===== src/rtl/accp_pkg.sv =====
package accp_pkg;
    typedef enum logic [1:0] {
        OP_MUL = 2'd0,
        OP_DIV = 2'd1,
        OP_SHF = 2'd2,
        OP_NRM = 2'd3
    } op_e;

    typedef enum logic {
        ST_IDLE  = 1'b0,
        ST_DEFER = 1'b1
    } st_e;
endpackage


===== src/rtl/acc_byte_ptr.sv =====
module acc_byte_ptr #(
    parameter int NUM = 5,
    parameter int W   = 3
) (
    input  logic         clk,
    input  logic         rst_n,
    input  logic         clr,
    input  logic         step,
    output logic [W-1:0] ptr
);
    localparam logic [W-1:0] LAST = W'(NUM - 1);

    always_ff @(posedge clk or negedge rst_n) begin
        if (!rst_n) begin
            ptr <= '0;
        end else if (clr) begin
            ptr <= '0;
        end else if (step) begin
            ptr <= (ptr == LAST) ? '0 : ptr + 1'b1;
        end
    end
endmodule


===== src/rtl/acc_sum_unit.sv =====
module acc_sum_unit #(
    parameter int W = 40
) (
    input  logic [W-1:0] a,
    input  logic [W-1:0] b,
    output logic [W-1:0] sum,
    output logic         carry
);
    assign {carry, sum} = {1'b0, a} + {1'b0, b};
endmodule


===== src/rtl/acc_bport.sv =====
module acc_bport
    import accp_pkg::*;
#(
    parameter int          ACC_W    = 40,
    parameter int          BYTE_W   = 8,
    parameter logic [7:0]  REG_ADDR = 8'hD5
) (
    input  logic              clk,
    input  logic              rst_n,
    input  logic              reg_wr,
    input  logic              reg_rd,
    input  logic [7:0]        reg_addr,
    input  logic [BYTE_W-1:0] wr_data,
    output logic [BYTE_W-1:0] rd_data,
    input  logic              clr_mode,
    input  logic              clr_start,
    input  logic              res_valid,
    input  logic [1:0]        res_op,
    input  logic [ACC_W-1:0]  res_data,
    output logic              ovf
);
    localparam int NBYTES = ACC_W / BYTE_W;
    localparam int PTR_W  = $clog2(NBYTES);

    st_e               state_q, state_d;
    logic [ACC_W-1:0]  acc_q, pend_q, acc_wr, add_b, sum;
    logic              ovf_q, carry;
    logic [PTR_W-1:0]  rd_ptr, wr_ptr;
    logic              clear, wr_hit, rd_hit, acc_en, do_add, park;

    assign clear  = clr_mode | clr_start;
    assign wr_hit = reg_wr && (reg_addr == REG_ADDR);
    assign rd_hit = reg_rd && (reg_addr == REG_ADDR) && !wr_hit;
    assign acc_en = res_valid && ((op_e'(res_op) == OP_MUL) || (op_e'(res_op) == OP_DIV));
    assign park   = (state_q == ST_IDLE) && wr_hit && acc_en;
    assign do_add = !wr_hit && ((state_q == ST_DEFER) || acc_en);
    assign add_b  = (state_q == ST_DEFER) ? pend_q : res_data;

    acc_byte_ptr #(.NUM(NBYTES), .W(PTR_W)) u_rd_ptr (
        .clk(clk), .rst_n(rst_n), .clr(clear | wr_hit), .step(rd_hit), .ptr(rd_ptr)
    );

    acc_byte_ptr #(.NUM(NBYTES), .W(PTR_W)) u_wr_ptr (
        .clk(clk), .rst_n(rst_n), .clr(clear | rd_hit), .step(wr_hit), .ptr(wr_ptr)
    );

    acc_sum_unit #(.W(ACC_W)) u_sum (
        .a(acc_q), .b(add_b), .sum(sum), .carry(carry)
    );

    // byte replace at the write pointer, byte select at the read pointer
    always_comb begin
        acc_wr  = acc_q;
        rd_data = '0;
        for (int i = 0; i < NBYTES; i++) begin
            if (wr_ptr == PTR_W'(i)) acc_wr[i*BYTE_W +: BYTE_W] = wr_data;
            if (rd_ptr == PTR_W'(NBYTES - 1 - i)) rd_data = acc_q[i*BYTE_W +: BYTE_W];
        end
    end

    // next-state logic
    always_comb begin
        state_d = state_q;
        if (clear) begin
            state_d = ST_IDLE;                          // ANY_TO_IDLE_CLR
        end else begin
            unique case (state_q)
                ST_IDLE:  if (park)    state_d = ST_DEFER; // IDLE_TO_DEFER
                ST_DEFER: if (!wr_hit) state_d = ST_IDLE;  // DEFER_TO_IDLE, else DEFER_HOLD
                default:               state_d = ST_IDLE;
            endcase
        end
    end

    // state register
    always_ff @(posedge clk or negedge rst_n) begin
        if (!rst_n) state_q <= ST_IDLE;
        else        state_q <= state_d;
    end

    // datapath and outputs
    always_ff @(posedge clk or negedge rst_n) begin
        if (!rst_n) begin
            acc_q  <= '0;
            pend_q <= '0;
            ovf_q  <= 1'b0;
        end else if (clear) begin
            acc_q  <= '0;
            pend_q <= '0;
            ovf_q  <= 1'b0;
        end else begin
            if (park) pend_q <= res_data;
            if (wr_hit) begin
                acc_q <= acc_wr;
            end else if (do_add) begin
                acc_q <= sum;
                if (carry) ovf_q <= 1'b1;
            end
        end
    end

    assign ovf = ovf_q;
endmodule


===== config.mk =====
export PLATFORM = sky130hd
export DESIGN_NAME = acc_bport
export DESIGN_NICKNAME = d
export VERILOG_FILES = /design/src/rtl/accp_pkg.sv /design/src/rtl/acc_byte_ptr.sv /design/src/rtl/acc_sum_unit.sv /design/src/rtl/acc_bport.sv
export SDC_FILE = /design/constraint.sdc
export NUM_CORES = 1
export LEC_CHECK = 0
export BUFFER_PORTS_ARGS = -buffer_cell sky130_fd_sc_hd__buf_2
export CELL_PAD_IN_SITES_DETAIL_PLACEMENT = 0
export CELL_PAD_IN_SITES_GLOBAL_PLACEMENT = 1
export CORE_MARGIN = 1
export CORE_UTILIZATION = 45
export CTS_CLUSTER_SIZE = 16
export DETAILED_ROUTE_END_ITERATION = 16
export PLACE_DENSITY = 0.91
export REMOVE_ABC_BUFFERS = 1
export SKIP_CTS_REPAIR_TIMING = 1
export SYNTH_ARGS = -nofsm -noshare
export SYNTH_HDL_FRONTEND = slang
export SYNTH_SLANG_ARGS = --single-unit

===== constraint.sdc =====
create_clock -name clk -period 4.8 [get_ports clk]
set_input_delay 0.96 -clock clk [delete_from_list [all_inputs] [get_ports clk]]
set_output_delay 0.96 -clock clk [all_outputs]
set_load 0.005 [all_outputs]

==> summary.md <==
| Metric | Value |
|---|---|
| Root buffer cell | `clkbuf_16` |
| Largest net degree at the start of global routing | `73` |
| Hold_sp | `pend_q[35]` |
| Critical Path AT | `4.29 ns` |
| Reg power frac | `0.386` |
| Area Overhead vs Synth | `12.0%` |
| H-tree depth | `3` |
| Final Critical Period | `approximately 4.1 ns` |
| Clock-pin slew on the worst setup and hold paths | `0.06 ns` |
| Async SR Flop Fraction | `1.00` |
| Net switching share of the total power | `0.324` |
| CP peak stage delay | `about 0.74 ns` |
| Slew Viols, Final | `0` |
| Filler instances | `roughly 1,400` |
| Status | `completed` |
| Initial antenna violation count | `0` |
| Slowest-stage cell, CP | `dfrtp_2` |
| F_max | `245 MHz` |
| P_leak | `roughly 3.6 nW` |
| Post-synth EDFFs | `0` |
| Total power | `0.00212 W` |
| Leading area contributor after synthesis | `dfrtp_1` |
| Clock Sink Count | `88` |
| Worst VDD drop | `~0.00020 V` |
| Routed vias/inst | `roughly 6.1` |
| Multiplexer share of the synthesized area | `0.0815` |
| Inserted Clock Buffers | `9` |
| FF-to-FF Start | `state_q` |
| R2R depth | `12` |
| Drt total wl | `~19,000 um` |
| Port bufs | `72` |
| Total GRT Usage | `0.253` |
| Comb power frac | `0.281` |
| DRC errors left | `0` |
| Mean Syn Cell Area | `8.95 um^2` |
| Initial Utilization | `0.463` |
| Routed Antenna Nets | `0` |
| Final Skew | `around 0.013 ns` |
| Synthesized area | `6760 um^2` |
| Die Wd | `~120 um` |
| Simple-gate share of the synthesized area | `0.139` |
| CP max FO | `25` |
| Core Region | `14,600 um^2` |
| Crit path from | `state_q` |
| Top Ports | `74` |
| RSZ-0062 raised after global routing | `false` |
| Hold depth | `1` |
| Storage cell area | `between 2000 and 2500 um^2` |
| Commonest non-fill, non-tap cell in the layout | `dfrtp_1` |
| Die area | `~16,000 um^2` |
| Cell Pwr Density | `~280 nW/um^2` |
| Clock power frac | `0.333` |
| # diodes | `0` |
| Detail-routed net length per standard cell | `between 15 and 20 um` |
| DRT iter0 DRCs | `~490` |
| Main combinational cell family by area after synthesis | `compound AO/OA/AOI/OAI gates` |
| Most frequent cells in the layout | `87 x dfrtp_1, 71 x buf_2, 68 x a21oi_1` |
| # rows | `44` |
| Internal | `0.00143 W` |
| Die Y | `roughly 120 um` |
| Critical path's top delay family | `compound AO/OA/AOI/OAI gates` |
| Post-synthesis xor/xnor area fraction | `0.0376` |
| Hold Path Class | `register to register` |
| CTS max path bufs | `2` |
| RePlAce Congestion | `between 0.9 and 1` |
| CP Cell Sequence | `mux2_2, ha_1, fa_1, a21oi_1, o21ai_0, a21oi_1, o21ai_2, a211oi_2, o21ai_2, a21o_1, a2111oi_0, o22ai_1` |
| Crit path launch type | `register` |
| Global-route wire length before repair | `roughly 31,000 um` |
| Critical path capture point type | `register` |
| Worst rel slew slack | `0.173` |
| Max cap viols | `0` |
| Number of nets in the layout | `between 900 and 1,000` |
| Layout cells sized above 1 | `0.194` |
| Mapped Cells | `~760` |
| Final Cycle Share | `0.852` |
| Worst skew pair latency | `~0.36 ns` |
| Fin area | `about 7600 um^2` |
| Grt ovf | `0` |
| Via count | `roughly 6,100` |
| Primary FF master, synth | `dfrtp_1` |
| Sequential area share after synthesis | `0.326` |
| Worst path depth | `12` |
| CTS tree | `yes` |
| Main area contributors after synthesis | `dfrtp_1 33%, ha_1 9.3%, mux2_2 6.7%, a22o_1 5.3%, a21oi_1 5.1%` |
| Setup violations, final | `0` |
| Post-synthesis adder-cell area fraction | `0.0956` |
| Final Hold Fails | `0` |
| Detailed Place HPWL | `around 14,000 um` |
| Synth unique cells | `68` |
| Placed Area | `roughly 7300 um^2` |
| NetSw | `slightly below 0.0007 W` |
| Buf/Inv on CP | `0` |
| First-pass DRT Iterations | `5` |
| Post-synthesis compound-gate area fraction | `0.285` |
| Critical Path RT | `between 5 and 6 ns` |
| Multi-input gate area | `around 4300 um^2` |
| Flops & latches, synth | `88` |
| WS Path Type | `register to register` |
| Synth top area share | `0.326` |
| Yosys warnings | `0` |
| Worst-Margin Slew | `1.24 ns` |
| Vias in the first global route | `between 5,000 and 6,000` |
==> power by group through the flow <==
stage | logic, W | registers [W] | clock network (W)
6_report | 0.000594 | 0.000817 | 0.000706
5_1_grt | 0.000660 | 0.000821 | 0.000736
4_1_cts | 0.000589 | 0.000816 | 0.000708
3_5_place_dp | 0.000585 | 0.000829 | 0
3_3_place_gp | 0.000580 | 0.000829 | 0
2_1_floorplan | 0.000421 | 0.000810 | 0
==> final cells by class <==
cell class                      count  share of cell area
Multi-Input combinational cell    607               0.572
Sequential cell                    88               0.291
Timing Repair Buffer               87              0.0628
Clock buffer                       12              0.0326
Tap cell                          184              0.0304
Inverter                           14             0.00694
Clock inverter                      1             0.00397
==> worst register-to-register path, delay by kind of cell, from the launching register on <==
family	cells	cell delay [ns]
adders and majority gates	2	0.62
AOI/OAI and AO/OA	9	2.18
muxes	1	0.41
DFF	1	0.74
==> cell usage after synthesis (all sizes together) (14+ instances only) <==
| cell type | number |
|---|---|
| a21o | 31 |
| a21oi | 71 |
| a22o | 41 |
| a22oi | 17 |
| clkbuf | 37 |
| dfrtp | 88 |
| ha | 50 |
| inv | 14 |
| mux2 | 40 |
| nand2 | 63 |
| nor2 | 52 |
| nor3 | 16 |
| o21ai | 48 |
| o31ai | 18 |
| xnor2 | 14 |
| xor2 | 15 |
==> state kept, by name (all words and copies together) (netlist names) <==
register      count
u_rd_ptr.ptr      3
pend_q           40
state_q           1
u_wr_ptr.ptr      3
acc_q            40
ovf               1
==> layer usage <==
metal	track usage	wire (um)	part of all wire	up-vias
li1	-	-	-	2942
met1	0.357	9150	0.48	2931
met2	0.386	8500	0.45	172
met3	0.0339	833	0.044	27
met4	0.106	505	0.027	0
met5	0	0	0	-
==> through the flow <==
step | TNS (ns) | instances | util | setup WS [ns] | hold WS (ns)
after floorplan | -14.16 | 709 | - | -0.354 | 0.467
after CTS | 0 | 993 | 0.519 | 0.693 | 0.503
after detailed placement | 0 | 980 | 0.500 | 0.609 | 0.486
final | 0 | 993 | 0.519 | 0.712 | 0.498
after global placement | 0 | 980 | 0.500 | 0.568 | 0.482
after global routing | 0 | 993 | 0.519 | 0.496 | 0.510
==> final timing paths <==
path	to	slack [ns]
hold reg to reg	pend_q[35]	0.50
min in group asynchronous	pend_q[21]	0.77
setup / recovery	ovf	0.71
hold / removal	pend_q[35]	0.50
max in group asynchronous	pend_q[32]	3.19
setup reg to reg	ovf	0.71
==> cell families after synthesis <==
logic type      count (synthesis)
simple gates                  197
buf+inv                        60
mux                            50
fa+ha+maj                      51
flops                          88
xor+xnor                       29
compound gates                280
Power figures use the tool's default switching activity.
